**src/rtl/grp_irq_pkg.sv**
```systemverilog
package grp_irq_pkg;
  localparam int unsigned ADDR_W = 2;

  typedef enum logic [ADDR_W-1:0] {
    WORD_CTRL = 2'd0,
    WORD_FLAG = 2'd1,
    WORD_EN   = 2'd2,
    WORD_RSVD = 2'd3
  } word_sel_e;

  localparam int unsigned CTRL_GIE_BIT = 0;
  localparam int unsigned CTRL_GPE_BIT = 1;
  localparam int unsigned CTRL_GRQ_BIT = 2;
  localparam int unsigned CTRL_W       = 3;

  typedef struct packed {
    logic grq;
    logic gpe;
    logic gie;
  } ctrl_word_t;
endpackage

```
**src/rtl/grp_irq_src_bank.sv**
```systemverilog
module grp_irq_src_bank #(
  parameter int unsigned NUM_SRC = 4
) (
  input  logic               clk,
  input  logic               rst_n,
  input  logic [NUM_SRC-1:0] det_i,
  input  logic               wr_i,
  input  logic [NUM_SRC-1:0] wval_i,
  output logic [NUM_SRC-1:0] flag_o
);
  logic [NUM_SRC-1:0] det_q;
  logic [NUM_SRC-1:0] rise;

  for (genvar i = 0; i < NUM_SRC; i++) begin : g_src
    logic flag_q, flag_d, flag_ce;

    assign rise[i] = det_i[i] & ~det_q[i];

    always_comb begin
      flag_ce = rise[i] | wr_i;
      if (rise[i])   flag_d = 1'b1;
      else if (wr_i) flag_d = wval_i[i];
      else           flag_d = flag_q;
    end

    always_ff @(posedge clk or negedge rst_n) begin
      if (!rst_n) begin
        det_q[i] <= 1'b0;
        flag_q   <= 1'b0;
      end else begin
        det_q[i] <= det_i[i];
        if (flag_ce) flag_q <= flag_d;
      end
    end

    assign flag_o[i] = flag_q;

    assert_flag_on_rise_R2: assert property (@(posedge clk) disable iff (!rst_n)
      (det_i[i] && !det_q[i]) |=> flag_o[i]);

    assert_write_clear_R3: assert property (@(posedge clk) disable iff (!rst_n)
      (wr_i && !wval_i[i] && !(det_i[i] && !det_q[i])) |=> !flag_o[i]);
  end
endmodule

```
**src/rtl/grp_irq_regs.sv**
```systemverilog
module grp_irq_regs #(
  parameter int unsigned NUM_SRC = 4
) (
  input  logic               clk,
  input  logic               rst_n,
  input  logic               wr_ctrl_i,
  input  logic               gie_wval_i,
  input  logic               gpe_wval_i,
  input  logic               wr_en_i,
  input  logic [NUM_SRC-1:0] en_wval_i,
  input  logic               svc_i,
  output logic               gie_o,
  output logic               gpe_o,
  output logic [NUM_SRC-1:0] en_o,
  output logic               rearm_o
);
  logic               gie_q, gie_d, gie_ce;
  logic               gpe_q, gpe_d, gpe_ce;
  logic [NUM_SRC-1:0] en_q, en_d;
  logic               en_ce;

  always_comb begin
    gie_ce = svc_i | wr_ctrl_i;
    gie_d  = svc_i ? 1'b0 : gie_wval_i;
    gpe_ce = wr_ctrl_i;
    gpe_d  = gpe_wval_i;
    en_ce  = wr_en_i;
    en_d   = en_wval_i;
  end

  always_ff @(posedge clk or negedge rst_n) begin
    if (!rst_n) begin
      gie_q <= 1'b0;
      gpe_q <= 1'b0;
      en_q  <= '0;
    end else begin
      if (gie_ce) gie_q <= gie_d;
      if (gpe_ce) gpe_q <= gpe_d;
      if (en_ce)  en_q  <= en_d;
    end
  end

  assign gie_o   = gie_q;
  assign gpe_o   = gpe_q;
  assign en_o    = en_q;
  assign rearm_o = wr_ctrl_i & gie_wval_i & ~svc_i;

  assert_svc_clears_gie_R9: assert property (@(posedge clk) disable iff (!rst_n)
    svc_i |=> !gie_o);
endmodule

```
**src/rtl/grp_irq_call.sv**
```systemverilog
module grp_irq_call #(
  parameter int unsigned NUM_SRC   = 4,
  parameter int unsigned VEC_W     = 5,
  parameter int unsigned GROUP_VEC = 7
) (
  input  logic               clk,
  input  logic               rst_n,
  input  logic [NUM_SRC-1:0] flag_i,
  input  logic [NUM_SRC-1:0] en_i,
  input  logic               gie_i,
  input  logic               gpe_i,
  input  logic               stack_full_i,
  input  logic               svc_i,
  input  logic               wr_ctrl_i,
  input  logic               grq_wval_i,
  input  logic               rearm_i,
  output logic               grq_o,
  output logic               call_o,
  output logic [VEC_W-1:0]   vec_o
);
  localparam logic [VEC_W-1:0] VEC_VAL = VEC_W'(GROUP_VEC);

  logic grq_q, grq_d, grq_ce;
  logic held_q, held_d, held_ce;
  logic call_q, call_d;
  logic any_flag, any_pend, issue;

  always_comb begin
    any_flag = |flag_i;
    any_pend = |(flag_i & en_i) & grq_q;
    issue    = any_pend & gie_i & gpe_i & ~stack_full_i & ~held_q & ~call_q;

    grq_ce = svc_i | any_flag | wr_ctrl_i;
    if (svc_i)         grq_d = 1'b0;
    else if (any_flag) grq_d = 1'b1;
    else               grq_d = grq_wval_i;

    held_ce = issue | rearm_i;
    held_d  = issue;
    call_d  = issue;
  end

  always_ff @(posedge clk or negedge rst_n) begin
    if (!rst_n) begin
      grq_q  <= 1'b0;
      held_q <= 1'b0;
      call_q <= 1'b0;
    end else begin
      if (grq_ce)  grq_q  <= grq_d;
      if (held_ce) held_q <= held_d;
      call_q <= call_d;
    end
  end

  assign grq_o  = grq_q;
  assign call_o = call_q;
  assign vec_o  = call_q ? VEC_VAL : '0;

  assert_group_set_R4: assert property (@(posedge clk) disable iff (!rst_n)
    (any_flag && !svc_i) |=> grq_o);
  assert_single_pulse_R5: assert property (@(posedge clk) disable iff (!rst_n)
    call_o |=> !call_o);
  assert_gated_R6: assert property (@(posedge clk) disable iff (!rst_n)
    call_o |-> $past(gie_i && gpe_i && grq_q));
  assert_no_call_full_R7: assert property (@(posedge clk) disable iff (!rst_n)
    call_o |-> $past(!stack_full_i));
  assert_held_R8: assert property (@(posedge clk) disable iff (!rst_n)
    (held_q && !rearm_i) |=> !call_o);
  assert_svc_clears_grq_R9: assert property (@(posedge clk) disable iff (!rst_n)
    svc_i |=> !grq_o);
endmodule

```
**src/rtl/grp_irq_ctrl.sv**
```systemverilog
module grp_irq_ctrl
  import grp_irq_pkg::*;
#(
  parameter int unsigned NUM_SRC   = 4,
  parameter int unsigned DATA_W    = 8,
  parameter int unsigned VEC_W     = 5,
  parameter int unsigned GROUP_VEC = 7
) (
  input  logic               clk,
  input  logic               rst_n,
  input  logic [NUM_SRC-1:0] det_i,
  input  logic               stack_full_i,
  input  logic               svc_ack_i,
  input  logic               reg_we_i,
  input  logic [ADDR_W-1:0]  reg_addr_i,
  input  logic [DATA_W-1:0]  reg_wdata_i,
  output logic [DATA_W-1:0]  reg_rdata_o,
  output logic               call_o,
  output logic [VEC_W-1:0]   call_vec_o
);
  if (NUM_SRC > DATA_W || DATA_W < CTRL_W) begin : g_bad_cfg
    $error("grp_irq_ctrl: register word too narrow");
  end

  logic [1:0] rst_sync_q;
  logic       rst_int_n;

  always_ff @(posedge clk or negedge rst_n) begin
    if (!rst_n) rst_sync_q <= 2'b00;
    else        rst_sync_q <= {rst_sync_q[0], 1'b1};
  end
  assign rst_int_n = rst_sync_q[1];

  word_sel_e  sel;
  logic       wr_ctrl, wr_flag, wr_en;
  ctrl_word_t ctrl_w, ctrl_r;
  logic       wdata_unused;

  assign sel          = word_sel_e'(reg_addr_i);
  assign wr_ctrl      = reg_we_i && (sel == WORD_CTRL);
  assign wr_flag      = reg_we_i && (sel == WORD_FLAG);
  assign wr_en        = reg_we_i && (sel == WORD_EN);
  assign ctrl_w       = ctrl_word_t'(reg_wdata_i[CTRL_W-1:0]);
  assign wdata_unused = ^reg_wdata_i;

  logic [NUM_SRC-1:0] flags, ens;
  logic               gie, gpe, grq, rearm;

  grp_irq_src_bank #(.NUM_SRC(NUM_SRC)) u_bank (
    .clk    (clk),
    .rst_n  (rst_int_n),
    .det_i  (det_i),
    .wr_i   (wr_flag),
    .wval_i (reg_wdata_i[NUM_SRC-1:0]),
    .flag_o (flags)
  );

  grp_irq_regs #(.NUM_SRC(NUM_SRC)) u_regs (
    .clk        (clk),
    .rst_n      (rst_int_n),
    .wr_ctrl_i  (wr_ctrl),
    .gie_wval_i (ctrl_w.gie),
    .gpe_wval_i (ctrl_w.gpe),
    .wr_en_i    (wr_en),
    .en_wval_i  (reg_wdata_i[NUM_SRC-1:0]),
    .svc_i      (svc_ack_i),
    .gie_o      (gie),
    .gpe_o      (gpe),
    .en_o       (ens),
    .rearm_o    (rearm)
  );

  grp_irq_call #(
    .NUM_SRC   (NUM_SRC),
    .VEC_W     (VEC_W),
    .GROUP_VEC (GROUP_VEC)
  ) u_call (
    .clk          (clk),
    .rst_n        (rst_int_n),
    .flag_i       (flags),
    .en_i         (ens),
    .gie_i        (gie),
    .gpe_i        (gpe),
    .stack_full_i (stack_full_i),
    .svc_i        (svc_ack_i),
    .wr_ctrl_i    (wr_ctrl),
    .grq_wval_i   (ctrl_w.grq),
    .rearm_i      (rearm),
    .grq_o        (grq),
    .call_o       (call_o),
    .vec_o        (call_vec_o)
  );

  always_comb begin
    ctrl_r.gie = gie;
    ctrl_r.gpe = gpe;
    ctrl_r.grq = grq;
    unique case (sel)
      WORD_CTRL: reg_rdata_o = DATA_W'(ctrl_r);
      WORD_FLAG: reg_rdata_o = DATA_W'(flags);
      WORD_EN:   reg_rdata_o = DATA_W'(ens);
      default:   reg_rdata_o = '0;
    endcase
  end

  assert_src_kept_R9: assert property (@(posedge clk) disable iff (!rst_int_n)
    (svc_ack_i && !wr_flag) |=> (flags & $past(flags)) == $past(flags));
endmodule

```
**config.mk**
```make
export PLATFORM = sky130hd
export DESIGN_NAME = grp_irq_ctrl
export DESIGN_NICKNAME = d
export VERILOG_FILES = /design/src/rtl/grp_irq_pkg.sv /design/src/rtl/grp_irq_src_bank.sv /design/src/rtl/grp_irq_regs.sv /design/src/rtl/grp_irq_call.sv /design/src/rtl/grp_irq_ctrl.sv
export SDC_FILE = /design/constraint.sdc
export NUM_CORES = 1
export LEC_CHECK = 0
export BUFFER_PORTS_ARGS = -buffer_cell sky130_fd_sc_hd__buf_4
export CAP_MARGIN = 20
export CORE_MARGIN = 8
export CORE_UTILIZATION = 51
export DETAILED_ROUTE_END_ITERATION = 8
export PLACE_DENSITY = 0.89
export SYNTH_ARGS = -nofsm -noshare
export SYNTH_HDL_FRONTEND = slang
export SYNTH_HIERARCHICAL = 1
export SYNTH_SLANG_ARGS = --single-unit
```
**constraint.sdc**
```tcl
create_clock -name clk -period 1.4 [get_ports clk]
set_clock_uncertainty 0.15 [all_clocks]
set_input_delay 0.21 -clock clk [delete_from_list [all_inputs] [get_ports clk]]
set_output_delay 0.21 -clock clk [all_outputs]
set_load 0.02 [all_outputs]
```
==> results.md, run 1 <==
- Dominant synthesized flop cell: dfrtp_1
- Post_cts resized: 0
- Initial Util: between 50% and 60%
- CTS Root Cell: clkbuf_4
- Max Slew Vio Count: 0
- Post-layout util: between 70 and 80%
- Flops & latches, synth: 19
- Min-Delay Path Class: flip-flop to async pin
- Number of flops mapped to enable cells by yosys: 0
- Drt initial violations: 8
- Final worst path period need: 1440 ps
- GP Congestion: about 0.85
- Share of post-route cells with drive strength above 1: 37.6%
- Synth warn: 6
- Leading post-synthesis cells by cell area: dfrtp_1 50%, buf_4 11%, mux2i_1 9.5%
- Global-route wire length before repair: ~3200 um
- Highest Clock Rate: between 0.6 and 0.7 GHz
- Num rows: 15
- CP cell instances: mux2i_1 > o2bb2ai_1 > buf_4
- Failing checks: setup timing
- Comb pwr share: a little under a quarter
- Gr usage total: 12.1%
- Via count: 650
- Htree depth: 1
- Crit start category: flip-flop
- Width of the die: 59.0 um
- Sequential-to-total area share from yosys stat: between 50% and 60%
- Flop pwr share: a little over half
- Top post-synthesis cells by count: 19 x dfrtp_1, 14 x buf_4, 9 x mux2i_1
- Max cap viols: 0
- CTS tree: built
- Final Hold Fails: 0
- Total grt overflow: 0
- Status: finished with violations
- CTS Buf Count: 3
- ANT nets after route: 0
- Clock buffer depth: 2
- P&R area growth vs syn: 28.5%
- Ys async rst share: 100%
- Largest net degree at the start of global routing: 12
- Mean post-synth cell area: 12.1 um^2
- Worst Path Arrival: approximately 1100 ps
- Clock transition at the registers of the reported paths: about 100 ps
- Fin crit share: 103%
- Metal3 WL: about 210 um
- Met2 wirelength from detailed routing: between 800 and 900 um
- Vias per cell: between 4 and 5
- Top Metal Used: met4
- Crit. End Element: output port
- Worst setup path class: flip-flop to output port
- Drt total wl: about 1900 um
- Vias in the first global route: between 700 and 800
- CTS Sinks: 19
- Switching share of power: between 20% and 30%
- Mapped Area: 945 um^2
- Dominant cell by count in the synthesized netlist: dfrtp_1
- Die area: around 3500 um^2
- Leakage power: 0.575 nW
- Clock Power Share: between 20% and 30%
- R2R cell count: 4
- PD cells: 975 nW/um^2
- Initial antenna violation count: 0
- Yosys cell types: 22
- Io pins: 33
- Port Buffers: 22
- Slowest stage delay, CP: roughly 410 ps
- Fillers: 134
- Pre-antenna DRT Iters: 4
- Cells after synthesis: 78
- # nets final: between 100 and 150
- Reg2reg end: u_call/held_q$_DFFE_PN0P_
- Endpoints failing setup: 3
- RSZ-0062 raised after global routing: yes
- Core Footprint: between 1500 and 2000 um^2
- Clock Latency Late Sink: 290 ps
- VDD IR-drop max: between 0.7 and 0.8 mV
- Post-Route M1 WL: 803 um
- Worst EP required: 1040 ps
- Routed WL per cell: between 10 and 15 um
- Area share of the largest cell type after synthesis: 50.3%
- CP max FO: 2
- Synth area leader: dfrtp_1
- R2R Setup Slk: roughly 40 ps
- Worst setup margin: -44.8 ps
- Net Sw Power: approximately 0.00033 W
- Die H: between 50 and 60 um
- Antenna cell count: 0
- Cell-internal power: approximately 0.00086 W
- DR DRC count: 0
- Post-Route Hold Slack: approximately 24 ps
- Slowest cell on crit path: dfrtp_1
- DP HPWL: ~1400 um
- Worst reg2reg path startpoint: u_bank/g_src[2].flag_q$_DFFE_PN0P_
==> power by group through the flow <==
stage	logic [W]	registers [W]	clock network (W)
global route	0.000291	0.000652	0.000308
CTS	0.000267	0.000644	0.000280
detailed placement	0.000221	0.000666	0
finish	0.000269	0.000646	0.000268
floorplan	0.000172	0.000649	0
global placement	0.000214	0.000660	0
==> timing repair <==
item,CTS,global route
setup endpoints to repair,4,6
endpoints found under the hold margin,16,1
buffers inserted,5,0
hold buffers,8,1
pin swaps,3,2
==> layout make-up <==
cell class,count,area (um^2),share of cell area (%)
Multi-Input combinational cell,44,358,29.5
Sequential cell,19,475,39.2
Tap cell,25,31.3,2.58
Timing Repair Buffer,38,308,25.4
Inverter,4,15.0,1.24
Clock buffer,4,26.3,2.16
==> routing by layer <==
layer  up-vias  global-route usage (%)
met5         -                       0
met4         0                    7.85
met3         6                    5.42
met2        30                    18.7
met1       301                    13.1
li1        313                       -
==> critical path, delay by kind of cell, from the launching register on <==
kind | cells | cell delay, ps
multiplexers | 1 | 150
AO/OA/AOI/OAI | 1 | 80
buffers and inverters | 1 | 160
flip-flops | 1 | 410
==> layout by cell type, fill, tap and decap left out, drive strengths merged, types with 2 or more instances in the layout <==
cell	n
o2bb2ai	4
conb	7
clkbuf	4
inv	4
buf	29
mux2i	9
mux2	5
dfrtp	19
nor4	2
o21ai	4
dlygate4sd3	9
and3b	2
==> flip-flops by register name, indices dropped and copies added (netlist names) <==
signal and cells:
u_regs/en_o 4, u_bank/det_q 4, u_call/call_o 1, u_regs/gpe_o 1
u_call/grq_o 1, u_call/held_q 1, u_bank/g_src.flag_q 4, u_regs/gie_o 1
rst_sync_q 2
==> stage by stage <==
| step | setup slack (ps) | power, W | cells | instance area, um^2 | setup TNS, ps |
|---|---|---|---|---|---|
| floorplan | 92.0 | 0.000821 | 82 | 965 | 0 |
| global placement | 59.1 | 0.000874 | 116 | 1060 | 0 |
| detailed placement | 47.2 | 0.000887 | 116 | 1060 | 0 |
| CTS | -61.0 | 0.00119 | 133 | 1200 | -138 |
| global route | -119 | 0.00125 | 134 | 1210 | -392 |
| finish | -44.8 | 0.00118 | 134 | 1210 | -106 |
==> cell families after synthesis <==
kind of cell | share of synthesized area, %
DFF | 50.3
and+or+nand+nor | 8.48
muxes | 15.5
AOI/OAI and AO/OA | 10.6
other | 1.19
buffers and inverters | 13.9
==> worst max path at each step <==
stage	to	startpoint
after floorplan	u_regs/en_o[0]$_DFFE_PN0P_	reg_addr_i[0]
after global placement	u_regs/gpe_o$_DFFE_PN0P_	reg_addr_i[1]
after detailed placement	u_regs/en_o[2]$_DFFE_PN0P_	reg_addr_i[0]
after CTS	reg_rdata_o[1]	u_bank/g_src[1].flag_q$_DFFE_PN0P_
after global routing	reg_rdata_o[1]	u_bank/g_src[1].flag_q$_DFFE_PN0P_
final	reg_rdata_o[1]	u_bank/g_src[1].flag_q$_DFFE_PN0P_
Note: power is estimated with default switching activity, not from simulation.
==> inputs of run 2 (changes only) <==
--- a/config.mk
+++ b/config.mk
@@ -5,12 +5,13 @@
 export SDC_FILE = /design/constraint.sdc
 export NUM_CORES = 1
 export LEC_CHECK = 0
+export ABC_AREA = 1
 export BUFFER_PORTS_ARGS = -buffer_cell sky130_fd_sc_hd__buf_4
 export CAP_MARGIN = 20
 export CORE_MARGIN = 8
-export CORE_UTILIZATION = 51
+export CORE_UTILIZATION = 52
 export DETAILED_ROUTE_END_ITERATION = 8
-export PLACE_DENSITY = 0.89
+export PLACE_DENSITY = 0.9
 export SYNTH_ARGS = -nofsm -noshare
 export SYNTH_HDL_FRONTEND = slang
 export SYNTH_HIERARCHICAL = 1
==> results.md, run 2 <==
- Status: finished with violations (unchanged)
- Failing checks: setup timing (unchanged)
- Top post-synthesis cells by count: 37 x nand2_1, 19 x dfrtp_1, 18 x inv_1 (was 19 x dfrtp_1, 14 x buf_4, 9 x mux2i_1)
- Cells after DPL: 170 (was 116)
- Global-route wire length before repair: 3720 um (was 3180 um)
- Initial Util: 53.0% (was 54.7%)
- Vias in the first global route: 910 (was 702)
- Via count: 945 (was 650)
- CTS tree: built (unchanged)
- Max Slew Vio Count: 0 (unchanged)
- Largest net degree at the start of global routing: 18 (was 12)
- Area occupied by multi-input gates: 362 um^2 (was 358 um^2)
- Fillers: 139 (was 134)
- Clock Power Share: 21.8% (was 22.7%)
- Flop pwr share: 50.5% (was 54.6%)
- Routed WL per cell: 13.3 um (was 14.5 um)
- Initial antenna violation count: 0 (unchanged)
- Vias per cell: 4.87 (was 4.85)
- Htree depth: 1 (unchanged)
- Clock buffer depth: 2 (unchanged)
- Most frequent cells in the layout: 37 x nand2_1, 31 x buf_4, 19 x dfrtp_1 (was 29 x buf_4, 19 x dfrtp_1, 9 x mux2i_1, 9 x dlygate4sd3_1, 7 x conb_1)
- VDD IR-drop max: 0.651 mV (was 0.739 mV)
- Dominant cell by count in the synthesized netlist: nand2_1 (was dfrtp_1)
- DP HPWL: 1500 um (was 1450 um)
- Worst EP required: 1040 ps (about the same)
- Max cap viols: 0 (unchanged)
- Worst Path Arrival: 1040 ps (was 1080 ps)
- Num rows: 16 (was 15)
- CTS Sinks: 19 (unchanged)
- PD cells: 932 nW/um^2 (was 975 nW/um^2)
- Clock Latency Late Sink: 300 ps (was 290 ps)
- GP Congestion: 0.800 (was 0.854)
- RSZ-0062 raised after global routing: yes (unchanged)
- Switching share of power: 30.3% (was 27.5%)
- TNS Setup: -0.457 ps (was -106 ps)
- Io pins: 33 (unchanged)
- Sequential-to-total area share from yosys stat: 47.1% (was 50.3%)
- Area share of the largest cell type after synthesis: 47.1% (was 50.3%)
- P&R area growth vs syn: 34.5% (was 28.5%)
- Yosys cell types: 15 (was 22)
- # nets final: 187 (was 129)
- Number of flops mapped to enable cells by yosys: 0 (unchanged)
- Worst setup margin: -0.457 ps (was -44.8 ps)
- Endpoints failing setup: 1 (was 3)
- Final worst path period need: 1400 ps (was 1440 ps)
- Gr usage total: 13.8% (was 12.1%)
- Crit. End Element: output port (unchanged)
- DR DRC count: 0 (unchanged)
- Clock transition at the registers of the reported paths: 110 ps (was 100 ps)
- Mean post-synth cell area: 7.82 um^2 (was 12.1 um^2)
- Highest Clock Rate: 0.714 GHz (was 0.692 GHz)
- Die H: 60.0 um (was 59.0 um)
- ANT nets after route: 0 (unchanged)
- Width of the die: 60.0 um (was 59.0 um)
- CTS Buf Count: 3 (unchanged)
- Ys async rst share: 100% (unchanged)
- Core Footprint: 1900 um^2 (was 1730 um^2)
- Flops & latches, synth: 19 (unchanged)
- Synth area leader: dfrtp_1 (unchanged)
- Post-Route Hold Slack: 46.9 ps (was 23.8 ps)
- Crit start category: flip-flop (unchanged)
- CTS Root Cell: clkbuf_4 (unchanged)
- Leakage power: 0.735 nW (was 0.575 nW)
- Most common cell after layout, fill and taps aside: nand2_1 (was buf_4)
- Mapped Area: 1010 um^2 (was 945 um^2)
- Dominant synthesized flop cell: dfrtp_1 (unchanged)
- Die area: 3600 um^2 (was 3490 um^2)
- Worst setup path class: flip-flop to output port (unchanged)
- Antenna cell count: 0 (unchanged)
- Port Buffers: 22 (unchanged)
- Share of post-route cells with drive strength above 1: 29.3% (was 37.6%)
- Pre-antenna DRT Iters: 4 (unchanged)
- Comb pwr share: 27.7% (was 22.8%)
- Drt initial violations: 50 (was 8)
- Sequential Area: 475 um^2 (unchanged)
- Fin crit share: 100% (was 103%)
- CP max FO: 3 (was 2)
- Total grt overflow: 0 (unchanged)
- Min-Delay Path Class: flip-flop to async pin (unchanged)
- Cell-internal power: 0.000881 W (was 0.000858 W)
- Leading post-synthesis cells by cell area: dfrtp_1 47%, nand2_1 14%, buf_4 9.7% (was dfrtp_1 50%, buf_4 11%, mux2i_1 9.5%)
- Final Hold Fails: 0 (unchanged)
- Net Sw Power: 0.000383 W (was 0.000326 W)
- Final Non-Filler Cells: 194 (was 134)
- Synth warn: 6 (unchanged)
- Drt total wl: 2590 um (was 1950 um)
- Cells after synthesis: 129 (was 78)
[run 2: changes by cell type in the layout (fill, tap and decap cells not counted), sizes merged, moves of 4 or more]
cell     before  now
mux2i         9    0
inv           4   21
o2bb2ai       4    0
mux2          5    0
nor2          1    9
nand3         0   16
nand2         1   37
buf          29   35
[run 2: power groups by stage]
stage | logic, W | registers, W | clock network [W]
global route | 0.000379 | 0.000643 | 0.000314
CTS | 0.000293 | 0.000636 | 0.000281
detailed placement | 0.000238 | 0.000655 | 0
global placement | 0.000230 | 0.000652 | 0
floorplan | 0.000187 | 0.000644 | 0
finish | 0.000351 | 0.000638 | 0.000275
[run 2: final timing paths]
path / startpoint / end / slack, ps / cells past startpoint
setup / recovery: u_regs/gie_o$_DFFE_PN0P_ / reg_rdata_o[0] / -0.5 / 3
hold / removal: rst_sync_q[1]$_DFF_PN0_ / u_call/grq_o$_DFFE_PN0P_ / 50 / 1
setup reg to reg: u_bank/g_src[0].flag_q$_DFFE_PN0P_ / u_call/grq_o$_DFFE_PN0P_ / 220 / 5
hold reg to reg: rst_sync_q[1]$_DFF_PN0_ / u_call/grq_o$_DFFE_PN0P_ / 50 / 1
max in group asynchronous: rst_sync_q[1]$_DFF_PN0_ / u_regs/en_o[2]$_DFFE_PN0P_ / 860 / 1
min in group clk: stack_full_i / u_call/call_o$_DFF_PN0_ / 90 / 6
[run 2: timing repair]
item,CTS,global route
setup endpoints to repair,3,4
buffers inserted,4,6
resized for setup,1,6
pin swaps,0,9
hold buffers,10,0
endpoints found under the hold margin,15,0
[run 2: stage by stage]
stage	total power [W]	instance area, um^2	setup WS (ps)	util, %
6_report	0.00126	1360	-0.457	71.3
5_1_grt	0.00134	1360	-45.2	71.3
4_1_cts	0.00121	1280	1.71	67.6
3_5_place_dp	0.000893	1120	139	59.1
3_3_place_gp	0.000882	1120	146	59.1
2_1_floorplan	0.000831	1020	89.9	-
[run 2: area by class of cell]
type                            count  share of cell area (%)
Clock buffer                        4                    1.94
Inverter                           21                    6.00
Multi-Input combinational cell     78                    26.7
Sequential cell                    19                    35.1
Tap cell                           27                    2.49
Timing Repair Buffer               45                    27.9
[run 2: per-layer routing]
layer	vias up	wire (um)	track usage [%]	share of wire (%)
li1	448	-	-	-
met1	441	985	14.5	38
met2	50	1330	24.6	51
met3	6	210	1.29	8.1
met4	0	58	10.2	2.2
met5	-	0	0	0
[run 2: kinds of logic (layout without fill, tap and decap cells)]
logic type      count (synthesis)  in the layout  share of synthesized area (%)
compound gates                  6              6                           2.98
buf+inv                        36             70                           20.0
flops                          19             19                           47.1
other cells                     3              7                           1.12
simple gates                   65             65                           28.8
[run 2: critical path, stage by stage, from the launching register on]
cell and delay (ps):
dfrtp_1 430, nand2_1 100, nand3_2 80, buf_6 130
==> inputs of run 3 (changes only) <==
--- a/config.mk
+++ b/config.mk
@@ -11,6 +11,7 @@
 export CORE_MARGIN = 8
 export CORE_UTILIZATION = 52
 export DETAILED_ROUTE_END_ITERATION = 8
+export MAX_ROUTING_LAYER = met4
 export PLACE_DENSITY = 0.9
 export SYNTH_ARGS = -nofsm -noshare
 export SYNTH_HDL_FRONTEND = slang
==> results.md, run 3 (synthesized netlist as in run 2, its figures left out) <==
- Status: finished, final reports clean (was finished with violations)
- PD cells: 929 nW/um^2 (was 932 nW/um^2)
- Drt initial violations: 39 (was 50)
- Max Slew Vio Count: 0 (unchanged)
- Pre-antenna DRT Iters: 4 (unchanged)
- Endpoints failing setup: 0 (was 1)
- Max cap viols: 0 (unchanged)
- CTS Sinks: 19 (unchanged)
- DR DRC count: 0 (unchanged)
- Post-Route Hold Slack: 44.3 ps (was 46.9 ps)
- Crit. End Element: output port (unchanged)
- Global-route wire length before repair: 3720 um (unchanged)
- Num rows: 16 (unchanged)
- Worst EP required: 1040 ps (about the same)
- CTS Buf Count: 3 (unchanged)
- Worst reg2reg path startpoint: u_bank/g_src[0].flag_q$_DFFE_PN0P_ (unchanged)
- Min-Delay Path Class: flip-flop to async pin (unchanged)
- TNS Setup: 0 ps (was -0.457 ps)
- Fin area: 1360 um^2 (unchanged)
- DP HPWL: 1500 um (unchanged)
- CTS Root Cell: clkbuf_4 (unchanged)
- VDD IR-drop max: 0.650 mV (was 0.651 mV)
- Total grt overflow: 0 (unchanged)
- Worst Path Arrival: 1040 ps (about the same)
- Post-layout util: 71.3% (unchanged)
- Io pins: 33 (unchanged)
- CP max FO: 3 (unchanged)
- Initial antenna violation count: 0 (unchanged)
- Crit start category: flip-flop (unchanged)
- Drt total wl: 2580 um (was 2590 um)
- Clock Power Share: 21.6% (was 21.8%)
- Flop pwr share: 50.6% (was 50.5%)
- Most frequent cells in the layout: 37 x nand2_1, 31 x buf_4, 19 x dfrtp_1 (unchanged)
- Die area: 3600 um^2 (unchanged)
- Largest net degree at the start of global routing: 18 (unchanged)
- Most common cell after layout, fill and taps aside: nand2_1 (unchanged)
- Final Hold Fails: 0 (unchanged)
- Fillers: 139 (unchanged)
- Share of post-route cells with drive strength above 1: 29.3% (unchanged)
- Net Sw Power: 0.000379 W (was 0.000383 W)
- Switching share of power: 30.1% (was 30.3%)
- Clock buffer depth: 2 (unchanged)
- Die H: 60.0 um (unchanged)
- Final worst path period need: 1400 ps (about the same)
- CP startpoint: u_regs/gie_o$_DFFE_PN0P_ (unchanged)
- GP Congestion: 0.812 (was 0.800)
- Area after DPL: 1120 um^2 (unchanged)
- # nets final: 187 (unchanged)
- Cell-internal power: 0.000881 W (about the same)
- Leakage power: 0.735 nW (unchanged)
- Via count: 945 (unchanged)
- Width of the die: 60.0 um (unchanged)
- ANT nets after route: 0 (unchanged)
- Htree depth: 1 (unchanged)
- Vias in the first global route: 910 (unchanged)
- Port Buffers: 22 (unchanged)
- Routed WL per cell: 13.3 um (about the same)
- Comb pwr share: 27.8% (was 27.7%)
- Worst setup path class: flip-flop to output port (unchanged)
- Fin crit share: 99.7% (was 100%)
- RSZ-0062 raised after global routing: yes (unchanged)
- Gr usage total: 14.1% (was 13.8%)
- CTS tree: built (unchanged)
- P&R area growth vs syn: 34.5% (unchanged)
- Core Footprint: 1900 um^2 (unchanged)
- Antenna cell count: 0 (unchanged)
- Clock Latency Late Sink: 290 ps (was 300 ps)
- Highest Clock Rate: 0.716 GHz (was 0.714 GHz)
- Clock transition at the registers of the reported paths: 110 ps (about the same)
- Vias per cell: 4.87 (unchanged)
- Initial Util: 53.0% (unchanged)
[run 3: cell counts in the layout (fill, tap and decap cells not counted)]
No cell type changed its count.
[run 3: timing repair]
item	CTS	global route
pin swaps	0	9
endpoints found under the hold margin	15	0
buffers inserted	4	6
setup endpoints to repair	3	4
resized for setup	1	6
gates cloned	0	0
hold buffers	10	0
[run 3: stage by stage]
step                cells  setup slack (ps)  power (W)
floorplan             133              89.9   0.000831
global placement      170               146   0.000882
detailed placement    170               139   0.000893
CTS                   188              1.71    0.00121
global route          194             -45.2    0.00134
finish                194              3.59    0.00126
[run 3: layout make-up]
class,count,area (um^2),share of cell area (%)
sequential,19,475,35.1
timing repair buffer,45,378,27.9
multi-input combinational,78,362,26.7
inverter,21,81.3,6.00
tap,27,33.8,2.49
clock buffer,4,26.3,1.94
[run 3: worst max-delay path, cell delays in order (launching register included)]
cell	delay (ps)
dfrtp_1	430
nand2_1	100
nand3_2	80
buf_6	130
[run 3: final timing paths]
path,slack [ps],depth (start not counted),endpoint
max in group asynchronous,860,1,u_regs/en_o[2]$_DFFE_PN0P_
min in group clk,100,6,u_call/call_o$_DFF_PN0_
setup reg to reg,230,5,u_call/grq_o$_DFFE_PN0P_
hold / removal,40,1,u_call/grq_o$_DFFE_PN0P_
setup / recovery,4,3,reg_rdata_o[0]
hold reg to reg,40,1,u_call/grq_o$_DFFE_PN0P_
[run 3: metal layers]
layer | track usage [%] | wire length (um) | part of all wire [%] | up-vias
li1 | - | - | - | 447
met1 | 14.5 | 1010 | 39 | 446
met2 | 24.6 | 1330 | 51 | 46
met3 | 1.29 | 187 | 7.2 | 6
met4 | 10.2 | 58 | 2.2 | 0
met5 | - | 0 | 0 | -
[run 3: power groups by stage]
stage	clock network [W]	registers (W)	logic (W)
3_3_place_gp	0	0.000652	0.000230
4_1_cts	0.000281	0.000636	0.000293
5_1_grt	0.000314	0.000643	0.000379
6_report	0.000272	0.000638	0.000350
3_5_place_dp	0	0.000655	0.000238
2_1_floorplan	0	0.000644	0.000187
